--- src/rtl/blk_dma_pkg.sv ---
package blk_dma_pkg;
  localparam int NCH   = 2;
  localparam int CH_TX = 0;
  localparam int CH_RX = 1;

  typedef enum logic {
    SEQ_IDLE = 1'b0,
    SEQ_BURST = 1'b1
  } seq_e;
endpackage

--- src/rtl/blk_dma_chan.sv ---
module blk_dma_chan #(
  parameter int AW        = 32,
  parameter int NUM_W     = 32,
  parameter int CNT_LSB   = 8,
  parameter int ADDR_STEP = 4
) (
  input  logic          clk_i,
  input  logic          rst_ni,
  input  logic          en_i,
  input  logic [AW-1:0] base_i,
  input  logic [NUM_W-1:0] num_i,
  input  logic          trig_i,
  input  logic          word_i,
  input  logic          blk_end_i,
  output logic          req_o,
  output logic [AW-1:0] addr_o,
  output logic          done_o
);
  localparam int CNT_W = NUM_W - CNT_LSB;
  localparam int AL    = $clog2(ADDR_STEP);

  logic             en_q;
  logic             loaded_q;
  logic [CNT_W-1:0] rem_q;
  logic [AW-1:0]    addr_q;
  logic             en_rise;

  assign en_rise = en_i & ~en_q;

  always_ff @(posedge clk_i or negedge rst_ni) begin
    if (!rst_ni) begin
      en_q     <= 1'b0;
      loaded_q <= 1'b0;
      rem_q    <= '0;
      addr_q   <= '0;
    end else begin
      en_q <= en_i;
      if (en_rise) begin
        addr_q   <= {base_i[AW-1:AL], {AL{1'b0}}};
        rem_q    <= num_i[NUM_W-1:CNT_LSB];
        loaded_q <= 1'b1;
      end else begin
        if (word_i)    addr_q <= addr_q + AW'(ADDR_STEP);
        if (blk_end_i) rem_q  <= rem_q - 1'b1;
      end
    end
  end

  // a burst is only asked for with a live setup, blocks left and the FIFO flag up
  assign req_o  = en_q & loaded_q & (rem_q != '0) & trig_i;
  assign addr_o = addr_q;
  assign done_o = loaded_q & (rem_q == '0);

  AST_DONE_CLR_ON_EN: assert property (@(posedge clk_i) disable iff (!rst_ni)
    en_rise && (num_i[NUM_W-1:CNT_LSB] != '0) |=> !done_o);
  AST_NO_UNDERFLOW: assert property (@(posedge clk_i) disable iff (!rst_ni)
    blk_end_i |-> (rem_q != '0));
  AST_SHADOW_HOLD: assert property (@(posedge clk_i) disable iff (!rst_ni)
    !word_i && !en_rise |=> $stable(addr_q));
endmodule

--- src/rtl/blk_dma_arb.sv ---
module blk_dma_arb #(
  parameter int N = 2
) (
  input  logic                 clk_i,
  input  logic                 rst_ni,
  input  logic [N-1:0]         req_i,
  input  logic                 take_i,
  output logic [N-1:0]         gnt_o,
  output logic [$clog2(N)-1:0] idx_o
);
  localparam int IW = $clog2(N);

  logic [IW-1:0] last_q;

  // round robin: search starts one past the last winner
  always_comb begin
    int  c;
    logic found;
    gnt_o = '0;
    idx_o = '0;
    found = 1'b0;
    for (int off = 1; off <= N; off++) begin
      c = int'(last_q) + off;
      if (c >= N) c = c - N;
      if (!found && req_i[c]) begin
        found    = 1'b1;
        gnt_o[c] = 1'b1;
        idx_o    = IW'(c);
      end
    end
  end

  always_ff @(posedge clk_i or negedge rst_ni) begin
    if (!rst_ni)                last_q <= IW'(N - 1);
    else if (take_i && |req_i)  last_q <= idx_o;
  end

  AST_GNT_ONEHOT: assert property (@(posedge clk_i) disable iff (!rst_ni)
    $onehot0(gnt_o));
  AST_GNT_ONLY_REQ: assert property (@(posedge clk_i) disable iff (!rst_ni)
    (gnt_o & ~req_i) == '0);
  AST_ALTERNATE: assert property (@(posedge clk_i) disable iff (!rst_ni)
    take_i && (&req_i) |=> (last_q != $past(last_q)));
endmodule

--- src/rtl/blk_dma_engine.sv ---
module blk_dma_engine
  import blk_dma_pkg::*;
#(
  parameter int AW        = 32,
  parameter int DW        = 32,
  parameter int NUM_W     = 32,
  parameter int CNT_LSB   = 8,
  parameter int BLK_WORDS = 16,
  parameter int ADDR_STEP = 4
) (
  input  logic             clk_i,
  input  logic             rst_ni,
  input  logic             tx_en_i,
  input  logic [AW-1:0]    tx_base_i,
  input  logic [NUM_W-1:0] tx_num_i,
  output logic             tx_done_o,
  input  logic             rx_en_i,
  input  logic [AW-1:0]    rx_base_i,
  input  logic [NUM_W-1:0] rx_num_i,
  output logic             rx_done_o,
  input  logic             tx_prog_empty_i,
  input  logic             rx_prog_full_i,
  output logic             mem_req_o,
  output logic             mem_we_o,
  output logic [AW-1:0]    mem_addr_o,
  output logic [DW-1:0]    mem_wdata_o,
  input  logic [DW-1:0]    mem_rdata_i,
  input  logic             mem_ack_i,
  output logic             txf_wr_o,
  output logic [DW-1:0]    txf_wdata_o,
  output logic             rxf_rd_o,
  input  logic [DW-1:0]    rxf_rdata_i
);
  localparam int WC_W = $clog2(BLK_WORDS);
  localparam int IW   = $clog2(NCH);
  localparam int AL   = $clog2(ADDR_STEP);

  logic [NCH-1:0]   ch_en, ch_trig, ch_req, ch_done, ch_word, ch_end, gnt;
  logic [AW-1:0]    ch_base [NCH];
  logic [NUM_W-1:0] ch_num  [NCH];
  logic [AW-1:0]    ch_addr [NCH];
  logic [IW-1:0]    gnt_idx;

  seq_e            st_q;
  logic [IW-1:0]   sel_q;
  logic [WC_W-1:0] wcnt_q;
  logic            blk_last;
  logic            take;

  assign ch_en[CH_TX]   = tx_en_i;
  assign ch_en[CH_RX]   = rx_en_i;
  assign ch_trig[CH_TX] = tx_prog_empty_i;
  assign ch_trig[CH_RX] = rx_prog_full_i;
  assign ch_base[CH_TX] = tx_base_i;
  assign ch_base[CH_RX] = rx_base_i;
  assign ch_num[CH_TX]  = tx_num_i;
  assign ch_num[CH_RX]  = rx_num_i;
  assign tx_done_o      = ch_done[CH_TX];
  assign rx_done_o      = ch_done[CH_RX];

  for (genvar c = 0; c < NCH; c++) begin : g_ch
    assign ch_word[c] = (st_q == SEQ_BURST) && mem_ack_i && (sel_q == IW'(c));
    assign ch_end[c]  = ch_word[c] & blk_last;

    blk_dma_chan #(
      .AW(AW), .NUM_W(NUM_W), .CNT_LSB(CNT_LSB), .ADDR_STEP(ADDR_STEP)
    ) u_chan (
      .clk_i    (clk_i),
      .rst_ni   (rst_ni),
      .en_i     (ch_en[c]),
      .base_i   (ch_base[c]),
      .num_i    (ch_num[c]),
      .trig_i   (ch_trig[c]),
      .word_i   (ch_word[c]),
      .blk_end_i(ch_end[c]),
      .req_o    (ch_req[c]),
      .addr_o   (ch_addr[c]),
      .done_o   (ch_done[c])
    );
  end

  assign take = (st_q == SEQ_IDLE);

  blk_dma_arb #(.N(NCH)) u_arb (
    .clk_i (clk_i),
    .rst_ni(rst_ni),
    .req_i (ch_req),
    .take_i(take),
    .gnt_o (gnt),
    .idx_o (gnt_idx)
  );

  assign blk_last = (wcnt_q == WC_W'(BLK_WORDS - 1));

  always_ff @(posedge clk_i or negedge rst_ni) begin
    if (!rst_ni) begin
      st_q   <= SEQ_IDLE;
      sel_q  <= '0;
      wcnt_q <= '0;
    end else if (st_q == SEQ_IDLE) begin
      if (|gnt) begin
        st_q   <= SEQ_BURST;
        sel_q  <= gnt_idx;
        wcnt_q <= '0;
      end
    end else if (mem_ack_i) begin
      wcnt_q <= wcnt_q + 1'b1;
      if (blk_last) st_q <= SEQ_IDLE;
    end
  end

  assign mem_req_o   = (st_q == SEQ_BURST);
  assign mem_we_o    = mem_req_o && (sel_q == IW'(CH_RX));
  assign mem_addr_o  = ch_addr[sel_q];
  assign mem_wdata_o = rxf_rdata_i;
  assign txf_wr_o    = ch_word[CH_TX];
  assign txf_wdata_o = mem_rdata_i;
  assign rxf_rd_o    = ch_word[CH_RX];

  AST_REQ_HOLD: assert property (@(posedge clk_i) disable iff (!rst_ni)
    mem_req_o && !mem_ack_i |=> mem_req_o && $stable(mem_addr_o) && $stable(mem_we_o));
  AST_ADDR_STEP: assert property (@(posedge clk_i) disable iff (!rst_ni)
    mem_req_o && mem_ack_i && !blk_last |=> mem_req_o && (mem_addr_o == $past(mem_addr_o) + AW'(ADDR_STEP)));
  AST_BLK_GAP: assert property (@(posedge clk_i) disable iff (!rst_ni)
    mem_req_o && mem_ack_i && blk_last |=> !mem_req_o);
  AST_WORD_ALIGNED: assert property (@(posedge clk_i) disable iff (!rst_ni)
    mem_req_o |-> (mem_addr_o[AL-1:0] == '0));
  AST_TX_PATH: assert property (@(posedge clk_i) disable iff (!rst_ni)
    txf_wr_o |-> mem_ack_i && !mem_we_o);
  AST_RX_PATH: assert property (@(posedge clk_i) disable iff (!rst_ni)
    rxf_rd_o |-> mem_ack_i && mem_we_o);
  AST_FIFO_EXCL: assert property (@(posedge clk_i) disable iff (!rst_ni)
    !(txf_wr_o && rxf_rd_o));
endmodule

--- config.mk ---
export PLATFORM = sky130hd
export DESIGN_NAME = blk_dma_engine
export DESIGN_NICKNAME = d
export VERILOG_FILES = /design/src/rtl/blk_dma_pkg.sv /design/src/rtl/blk_dma_chan.sv /design/src/rtl/blk_dma_arb.sv /design/src/rtl/blk_dma_engine.sv
export SDC_FILE = /design/constraint.sdc
export NUM_CORES = 1
export LEC_CHECK = 0
export BUFFER_PORTS_ARGS = -buffer_cell sky130_fd_sc_hd__buf_2
export CAP_MARGIN = 20
export CORE_ASPECT_RATIO = 2
export CORE_UTILIZATION = 53
export DETAILED_ROUTE_END_ITERATION = 6
export GPL_TIMING_DRIVEN = 0
export PLACE_DENSITY = 0.87
export SETUP_SLACK_MARGIN = 0.4
export SYNTH_ARGS = -nofsm -noshare
export SYNTH_HDL_FRONTEND = slang
export SYNTH_SLANG_ARGS = --single-unit
--- constraint.sdc ---
create_clock -name clk_i -period 4.9 [get_ports clk_i]
set_input_delay 0.98 -clock clk_i [delete_from_list [all_inputs] [get_ports clk_i]]
set_output_delay 0.98 -clock clk_i [all_outputs]
set_load 0.01 [all_outputs]
==> impl_metrics.py <==
metrics = {
    "layout": {
        "layout.nets": 1281,
        "drive_gt1_share_pct": 33.1,
        "stdcell_area_mm2": 0.00940,
        "area_growth_pct": 26.7,
        "fin_util_pct": 69.2,
    },
    "clock_network": {
        "cts-root-buf": "clkbuf_16",
        "cts_buffers": 17,
        "cts_tree": "done",
        "postCtsSetupRepairBufs": 0,
        "cts_sinks": 119,
        "clock_path_buffers": 2,
        "clock_latency_ns": 0.42,
        "clk_pin_slew_worst_paths_ns": 0.06,
        "htree_levels": 4,
        "cts_resized": 0,
        "postCtsHoldBufs": 0,
    },
    "min_path": {
        "hold_start": "g_ch[0].u_chan.loaded_q",
        "holdPathEnd": "g_ch[0].u_chan.loaded_q",
        "hp-class": "reg -> reg",
        "min_path_cells": 2,
    },
    "yosys": {
        "synth_area_leader_cell": "dfrtp_1",
        "synthDistinctLibCells": 49,
        "ys_seq_area_share_pct": 40.1,
        "async_reset_ff_share_pct": 100,
        "mappedNetlistArea_mm2": 0.00742,
        "yosys.area.top_type_share_pct": 39.8,
        "synth.most_common_cell": "nand2_1",
        "ys_ff_latch": 119,
        "synth_common_cells": "nand2_1 (130), dfrtp_1 (118), o21ai_0 (100)",
        "synth_edf_count": 0,
        "ys.flop_type": "dfrtp_1",
        "avgSynthCellArea_um2": 8.84,
        "synth.area.top_cells": "dfrtp_1 (40%), o21ai_0 (6.7%), buf_4 (6.7%)",
        "ys.warnings.count": 0,
        "syn_inst": 840,
    },
    "grt": {
        "antenna_found_initial": 2,
        "track_usage_pct": 31.3,
        "grt_max_degree": 69,
        "grt_pass1_wl_um": 34500,
        "grt_pass1_vias": 7216,
        "grt_overflow": 0,
    },
    "routing": {
        "drtIter0Drc": 381,
        "wl_um": 22500,
        "viasPerCell": 5.61,
        "wl_per_cell_um": 17.6,
        "via_count": 7164,
        "dr.pass1.iters": 7,
        "detail-route-antenna-nets": 0,
        "drc": 1,
    },
    "critical_path": {
        "cp-end-kind": "primary output",
        "critPathKind": "reg -> out",
        "critPathBufInv": 1,
        "cp.required_ns": 3.92,
        "cp_top_family": "simple AND/OR/NAND/NOR gates",
        "slowest_stage": "or4b_4",
        "worst-r2r-setup-slack_ns": 2.14,
        "worst_r2r_endpoint": "g_ch[0].u_chan.rem_q[20]",
        "arrival_ns": 2.41,
        "crit_fanout": 3,
        "critPathMaxStageDelay_ns": 0.57,
        "critical_path.cell_chain": "or4_4, or4b_4, nor4_1, buf_2",
        "ff2ff_path_depth": 7,
        "worstReg2RegStart": "wcnt_q[0]",
        "critPathLaunchType": "flop",
    },
    "power": {
        "power.density_mw_per_mm2": 403,
        "leakage_nw": 4.15,
        "vdd_drop_max_mv": 0.250,
    },
    "timing": {
        "tns_ns": 0,
        "setup_ws_ns": 1.51,
        "setup-violations-final": 0,
        "finClkSkew_ns": 0.00753,
        "relSlewSlack_pct": 59.1,
        "fmax_mhz": 295,
        "finalCriticalPeriod_ns": 3.39,
        "whs_ns": 0.473,
        "maxSlewViolCount": 0,
        "tightest_slew_ns": 0.608,
        "final_hold_viol_count": 0,
        "rsz0062_at_grt": "false",
        "fin_crit_sh_pct": 69.1,
    },
    "floorplanning": {
        "die_area_mm2": 0.0145,
        "core_area_mm2": 0.0136,
        "ioPinCount": 301,
        "die_h_um": 169,
        "die_x_um": 85.7,
        "rows": 60,
        "start_util_pct": 54.6,
    },
    "placed_design": {
        "place_ws_ns": 1.76,
        "io_buffers": 213,
        "place_area_mm2": 0.00876,
        "place_congestion": 0.937,
        "dp_hpwl_um": 17100,
    },
    "outcome": {
        "run_status": "finished, violations left",
        "violations": "DRC",
    },
    "run": {
        "drv_cap": 0,
    },
}
-- layer usage --
metal	track usage [%]	share of wire [%]
met2	59.7	55
met3	5.20	5.4
met1	28.7	33
met4	23.1	6.8
met5	0	0
-- registers in the layout, summed over array words and instances, names as in the netlist --
| name | count |
|---|---|
| g_ch.u_chan.addr_o | 60 |
| g_ch.u_chan.en_q | 2 |
| g_ch.u_chan.loaded_q | 2 |
| g_ch.u_chan.rem_q | 48 |
| mem_req_o | 1 |
| sel_q | 1 |
| u_arb.last_q | 1 |
| wcnt_q | 4 |
-- layout by cell type, fill, tap and decap left out, types with 8 or more instances in the layout --
cell         n
a21oi_1     10
and3_1      19
and4_1       8
buf_2      218
buf_4       66
clkbuf_1    31
clkbuf_16   17
dfrtp_1    118
inv_1       11
mux2_2      29
nand2_1    130
nand3_1     21
nand4_1     34
nor2_1      39
nor3_1      19
nor4_1      25
o21ai_0    100
xnor2_1     54
xor2_1      49
-- stage by stage --
stage / instances / power (W)
after global placement: 1240 / 0.00235
after global routing: 1276 / 0.00394
after floorplan: 841 / 0.00198
after detailed placement: 1242 / 0.00240
final: 1276 / 0.00379
after CTS: 1274 / 0.00377
-- worst reg2reg max path, stage by stage, from the launching register on --
cell,delay [ns]
dfrtp_1,0.43
ha_1,0.21
and3_1,0.20
clkbuf_1,0.46
nand4_1,0.54
nor4_1,0.54
xnor2_1,0.17
o21ai_0,0.09
-- power breakdown --
| group | total, W | switching [W] | internal, W |
|---|---|---|---|
| clock network | 0.00136 | 0.000460 | 0.000903 |
| logic | 0.00107 | 0.000569 | 0.000500 |
| registers | 0.00136 | 0.000203 | 0.00115 |
-- cell families after synthesis --
family                     Yosys count  share of synthesized area [%]
xor gates and xnor gates           103                           12.2
AOI/OAI and AO/OA                  125                           9.14
other                                1                         0.0505
DFF                                119                           40.1
muxes                               30                           4.53
adders and majority gates            7                           1.18
and+or+nand+nor                    340                           23.6
buffers and inverters              115                           9.24
-- worst max-delay path by stage --
| stage | from | cells past startpoint | slack, ns | to |
|---|---|---|---|---|
| global route | g_ch[0].u_chan.rem_q[18] | 4 | 1.48 | tx_done_o |
| floorplan | g_ch[0].u_chan.rem_q[18] | 3 | 1.99 | tx_done_o |
| detailed placement | mem_ack_i | 7 | 1.76 | g_ch[0].u_chan.rem_q[20] |
| CTS | g_ch[0].u_chan.rem_q[19] | 4 | 1.53 | tx_done_o |
| global placement | rst_ni | 1 | 1.35 | g_ch[0].u_chan.rem_q[8] |
| finish | g_ch[0].u_chan.rem_q[19] | 4 | 1.51 | tx_done_o |
-- final cells by class --
type / count / area [um2]
antenna: 2 / 5.00
buffer: 103 / 641
clock buffer: 24 / 492
clock inverter: 8 / 143
fill: 1085 / 4190
inverter: 12 / 45.0
multi-input combinational: 607 / 3760
sequential: 119 / 2980
tap: 186 / 233
timing repair buffer: 215 / 1100
Note: power is estimated with default switching activity, not from simulation.
